[config.mk]
export PLATFORM = sky130hd
export DESIGN_NAME = sclk_idle_ctrl
export DESIGN_NICKNAME = d
export VERILOG_FILES = /design/src/rtl/sclk_idle_pkg.sv /design/src/rtl/sclk_hold_counter.sv /design/src/rtl/sclk_mode_fsm.sv /design/src/rtl/sclk_settle_gate.sv /design/src/rtl/sclk_idle_ctrl.sv
export SDC_FILE = /design/constraint.sdc
export NUM_CORES = 1
export LEC_CHECK = 0
export ABC_AREA = 0
export BUFFER_PORTS_ARGS = -buffer_cell sky130_fd_sc_hd__buf_2
export CORE_ASPECT_RATIO = 0.8
export CORE_UTILIZATION = 30
export DETAILED_ROUTE_END_ITERATION = 7
export PLACE_DENSITY_LB_ADDON = 0.1
export SYNTH_ARGS = -nofsm -noshare
export SYNTH_HDL_FRONTEND = slang
export SYNTH_SLANG_ARGS = --single-unit
[constraint.sdc]
create_clock -name clk -period 2.2 [get_ports clk]
set_clock_uncertainty 0.2 [all_clocks]
set_input_delay 0.11 -clock clk [delete_from_list [all_inputs] [get_ports clk]]
set_output_delay 0.11 -clock clk [all_outputs]
set_load 0.02 [all_outputs]
[src/rtl/sclk_idle_pkg.sv]
package sclk_idle_pkg;
  typedef enum logic [1:0] {
    MODE_RUN  = 2'd0,
    MODE_HOLD = 2'd1,
    MODE_PDN  = 2'd2
  } idle_mode_e;
endpackage

[src/rtl/sclk_hold_counter.sv]
module sclk_hold_counter #(
  parameter int SYNC_CYC = 4,
  parameter int PD_CYC   = 20
) (
  input  logic clk,
  input  logic rst_n,
  input  logic sclk_s,
  input  logic cyc_tick,
  output logic hit_sync,
  output logic hit_pd,
  output logic fall
);
  localparam int CW = $clog2(PD_CYC + 1);

  logic [CW-1:0] cnt_q;
  logic [CW-1:0] cnt_inc;
  logic          sclk_q;

  assign fall     = sclk_q & ~sclk_s;
  assign cnt_inc  = (cnt_q == CW'(PD_CYC)) ? cnt_q : cnt_q + 1'b1;
  // completing boundary: the previous count was one short of the threshold
  assign hit_sync = cyc_tick & sclk_s & (cnt_q == CW'(SYNC_CYC - 1));
  assign hit_pd   = cyc_tick & sclk_s & (cnt_q == CW'(PD_CYC - 1));

  always_ff @(posedge clk) begin
    if (!rst_n) begin
      cnt_q  <= '0;
      sclk_q <= 1'b0;
    end else begin
      sclk_q <= sclk_s;
      if (fall)
        cnt_q <= '0;
      else if (cyc_tick)
        cnt_q <= sclk_s ? cnt_inc : '0;
    end
  end
endmodule

[src/rtl/sclk_mode_fsm.sv]
module sclk_mode_fsm
  import sclk_idle_pkg::*;
(
  input  logic       clk,
  input  logic       rst_n,
  input  logic       hit_sync,
  input  logic       hit_pd,
  input  logic       fall,
  output idle_mode_e mode,
  output logic       lo_pulse,
  output logic       release_p
);
  idle_mode_e mode_q, mode_d;
  logic       pulse_q;

  assign release_p = fall & (mode_q != MODE_RUN);

  always_comb begin
    mode_d = mode_q;
    unique case (mode_q)
      MODE_RUN:  if (hit_sync) mode_d = MODE_HOLD;
      MODE_HOLD: if (fall) mode_d = MODE_RUN;
                 else if (hit_pd) mode_d = MODE_PDN;
      MODE_PDN:  if (fall) mode_d = MODE_RUN;
      default:   mode_d = MODE_RUN;
    endcase
  end

  always_ff @(posedge clk) begin
    if (!rst_n) begin
      mode_q  <= MODE_RUN;
      pulse_q <= 1'b0;
    end else begin
      mode_q  <= mode_d;
      pulse_q <= (mode_q == MODE_RUN) & hit_sync;
    end
  end

  assign mode     = mode_q;
  assign lo_pulse = pulse_q;
endmodule

[src/rtl/sclk_settle_gate.sv]
module sclk_settle_gate #(
  parameter int SETTLE_CYC = 5
) (
  input  logic clk,
  input  logic rst_n,
  input  logic run,
  input  logic cyc_tick,
  input  logic restart,
  input  logic rdy_in,
  output logic rdy_out
);
  localparam int SW = $clog2(SETTLE_CYC + 1);

  logic [SW-1:0] left_q;

  always_ff @(posedge clk) begin
    if (!rst_n)
      left_q <= SW'(SETTLE_CYC);
    else if (restart)
      left_q <= SW'(SETTLE_CYC);
    else if (run && cyc_tick && left_q != '0)
      left_q <= left_q - 1'b1;
  end

  assign rdy_out = rdy_in & run & (left_q == '0);
endmodule

[src/rtl/sclk_idle_ctrl.sv]
module sclk_idle_ctrl
  import sclk_idle_pkg::*;
#(
  parameter int SYNC_CYC   = 4,
  parameter int PD_CYC     = 20,
  parameter int SETTLE_CYC = 5
) (
  input  logic clk,
  input  logic rst_n,
  input  logic sclk_s,
  input  logic cyc_tick,
  input  logic rdy_in,
  output logic mod_rst,
  output logic pwr_dn,
  output logic pin_lo_req,
  output logic pin_hi_force,
  output logic rdy_out
);
  logic       hit_sync, hit_pd, fall, lo_pulse, release_p;
  idle_mode_e mode;

  sclk_hold_counter #(.SYNC_CYC(SYNC_CYC), .PD_CYC(PD_CYC)) u_cnt (
    .clk(clk), .rst_n(rst_n), .sclk_s(sclk_s), .cyc_tick(cyc_tick),
    .hit_sync(hit_sync), .hit_pd(hit_pd), .fall(fall)
  );

  sclk_mode_fsm u_fsm (
    .clk(clk), .rst_n(rst_n), .hit_sync(hit_sync), .hit_pd(hit_pd),
    .fall(fall), .mode(mode), .lo_pulse(lo_pulse), .release_p(release_p)
  );

  sclk_settle_gate #(.SETTLE_CYC(SETTLE_CYC)) u_settle (
    .clk(clk), .rst_n(rst_n), .run(mode == MODE_RUN), .cyc_tick(cyc_tick),
    .restart(release_p), .rdy_in(rdy_in), .rdy_out(rdy_out)
  );

  assign mod_rst      = (mode != MODE_RUN);
  assign pwr_dn       = (mode == MODE_PDN);
  assign pin_lo_req   = lo_pulse;
  assign pin_hi_force = (mode != MODE_RUN) & ~lo_pulse;
endmodule

==> flow_metrics.py <==
metrics = {
    "clocking": {
        "ctsHtreeMaxLevel": 1,
        "clock_path_buffers": 2,
        "cts.repair.resized": 0,
        "root_buffer": "clkbuf_4",
        "clock-sinks": 12,
        "tritoncts": "built",
        "cts_buffers": 3,
        "path_clk_slew_ns": 0.07,
        "insertion_delay_ns": 0.27,
    },
    "floorplanning": {
        "fp.dieH_um": 44.29,
        "io_pins": 10,
        "dieArea_sq_um": 2430,
        "die_w_um": 54.86,
        "core-area_sq_um": 1997,
        "placementRows": 14,
        "start_util": 0.3358,
    },
    "global_routing": {
        "grt_pass1_wl_mm": 2.201,
        "grt_start_max_net_pins": 13,
        "grt_util_all_layers": 0.1348,
        "antenna_found_initial": 0,
        "use_met3": 0.07216,
        "grtUsageMet1": 0.1830,
        "grt_pass1_vias": 479,
        "grt_busiest_layer": "met1",
        "overflow": 0,
        "met2_usage": 0.1711,
    },
    "synth": {
        "yosys-top-cells-area": "dfxtp_1 36%, ha_1 7.5%, mux2i_1 4.5%",
        "synthArstFlopShare": 0,
        "synth_area_per_cell_sq_um": 8.598,
        "synth_largest_area_cell": "dfxtp_1",
        "synthFlopType": "dfxtp_1",
        "synth_top_cell_area_share": 0.3582,
        "yosys-top-cells-count": "12 x dfxtp_1, 7 x inv_1, 5 x nand2_1",
        "syn_nets": 87,
        "syn-cell-area_sq_um": 670.6,
        "synth.ff_latch_count": 12,
        "synth_cells": 78,
        "yosysWarnings": 0,
        "synth_seq_area_share": 0.3582,
        "synth_edf_count": 0,
        "yosysUniqueCellTypes": 32,
        "yosysMostFrequentCell": "dfxtp_1",
    },
    "power_and_ir_drop": {
        "power_frac_seq": 0.566,
        "combPwrFrac": 0.111,
        "p_clk_frac": 0.322,
        "powerDensity_nw_per_um2": 517.0,
        "p_int_mw": 0.3076,
        "power_mw": 0.4024,
        "ir_worst_vdd_uv": 321.8,
        "p_leak_nw": 0.3486,
        "p_sw_mw": 0.09475,
        "swShare": 0.2355,
    },
    "layout": {
        "fill_cells": 220,
        "drive_gt1_frac": 0.1556,
        "syn2layout_area_growth_pct": 16.04,
        "antenna_cells": 0,
        "fin_nets": 101,
        "utilization": 0.3897,
    },
    "place": {
        "port_buffers": 9,
        "dp_hpwl_um": 954.1,
        "place_ws_ns": 0.7833,
        "gp_congestion": 0.7076,
    },
    "route": {
        "postRouteAntennaNets": 0,
        "drtIter0Drc": 43,
        "drt_wl_total_mm": 1.277,
        "drc": 0,
        "via_per_inst": 5.140,
        "num_vias": 586,
        "drt_first_pass_iters": 4,
        "wl_per_cell_um": 11.20,
    },
    "timing": {
        "rsz0062_at_grt": "false",
        "setup_slack_ns": 0.5076,
        "whs_ns": 0.04958,
        "slew_violations": 0,
        "setup_viol_count_final": 0,
        "tightest_slew_ns": 0.2700,
        "fin_setup_tns_ns": 0,
        "hold_violations": 0,
        "slew-limit-headroom": 0.8188,
        "fmax_ghz": 0.5909,
        "fin_crit_sh": 0.7693,
        "final.min_clock_period_ns": 1.692,
    },
    "critical_path": {
        "worst_ep_arrival_time_ns": 1.38,
        "rr_endpoint": "u_cnt.cnt_q[1]",
        "critPathRequiredTime_ns": 1.89,
        "slowest_delay_ns": 0.31,
        "crit_path_end_kind": "output pin",
        "rr_worst_depth": 5,
        "slowest_stage": "dfxtp_1",
        "cp-start-kind": "flip-flop",
        "rrSetupSlack_ns": 0.77,
        "crit_fanout": 3,
        "path_cells": "inv_1, ha_1, nor2b_1, and3_1, buf_2",
        "critPathKind": "flip-flop to output pin",
        "r2r_start": "u_cnt.cnt_q[0]",
    },
    "run": {
        "drv_cap": 0,
    },
    "min_path": {
        "hold_end": "u_cnt.cnt_q[2]",
        "hp-start": "cyc_tick",
        "min_path_cells": 3,
        "min_path_type": "primary input to flip-flop",
    },
    "status": {
        "outcome": "finished clean",
    },
}
## what timing repair did
item / in CTS / in global routing
hold buffers: 2 / 0
setup buffers: 0 / 0
hold endpoints to repair: 7 / 0
setup endpoints to repair: 0 / 0
## worst max-delay path by stage
stage | start | to | slack, ns | cells past startpoint
2_1_floorplan | u_settle.left_q[0] | rdy_out | 0.91 | 4
3_3_place_gp | u_settle.left_q[0] | rdy_out | 0.78 | 5
3_5_place_dp | u_settle.left_q[0] | rdy_out | 0.78 | 5
4_1_cts | u_settle.left_q[0] | rdy_out | 0.48 | 5
5_1_grt | u_settle.left_q[0] | rdy_out | 0.32 | 5
6_report | u_settle.left_q[0] | rdy_out | 0.51 | 5
## critical path, delay by kind of cell, from the launching register on
family / cells / cell delay, ns
flip-flops: 1 / 0.31
adder cells (fa/ha/maj): 1 / 0.16
buffers and inverters: 2 / 0.24
AND/OR/NAND/NOR: 2 / 0.39
## power groups by stage
| stage | logic (mW) | registers, mW | clock network, mW |
|---|---|---|---|
| after global routing | 0.0510 | 0.229 | 0.148 |
| after detailed placement | 0.0423 | 0.233 | 0 |
| after global placement | 0.0435 | 0.233 | 0 |
| after floorplan | 0.0326 | 0.232 | 0 |
| final | 0.0448 | 0.228 | 0.130 |
| after CTS | 0.0452 | 0.228 | 0.140 |
## final cells by class
type                    instances  area, sq um  area share
inverters                       8        30.03     0.03859
well taps                      24        30.03     0.03859
clock buffers                   3        22.52     0.02894
flip-flops and latches         12        240.2      0.3087
multi-input cells              56        390.4      0.5016
repair buffers                 11        65.06     0.08360
## layout by cell type (no fill, tap or decap), types with 3 or more instances in the layout
master    Yosys  routed
nand2_1       5       5
nand3_1       4       4
mux2i_1       3       3
o21ai_1       3       3
ha_1          4       4
dfxtp_1      12      12
nor2_1        3       3
buf_2         2       9
nor2b_1       3       3
clkbuf_4      0       3
nand2b_1      3       3
inv_1         7       7
## sequential cells by signal, summed over array words and instances (netlist names)
name and flops:
u_cnt.cnt_q 5, u_fsm.mode 2, u_fsm.lo_pulse 1, u_cnt.sclk_q 1, u_settle.left_q 3
## metrics by stage
stage | area (sq um) | instances
after floorplan | 670.6 | 78
after global placement | 735.7 | 109
after detailed placement | 735.7 | 109
after CTS | 778.2 | 114
after global routing | 778.2 | 114
final | 778.2 | 114
## metal layers
metal | vias to the layer above | share of wire
met5 | - | 0
met4 | 0 | 0.0086
met3 | 2 | 0.071
met2 | 18 | 0.39
met1 | 261 | 0.53
li1 | 305 | -
## cells by family (layout without fill, tap and decap cells)
group,count (synthesis),in the layout,share of synthesized area
compound gates,16,16,0.1586
buf+inv,10,22,0.05970
mux,3,3,0.04478
simple gates,32,32,0.2911
flops,12,12,0.3582
fa+ha+maj,4,4,0.07463
xor+xnor,1,1,0.01306
(Power assumes the default switching activity.)
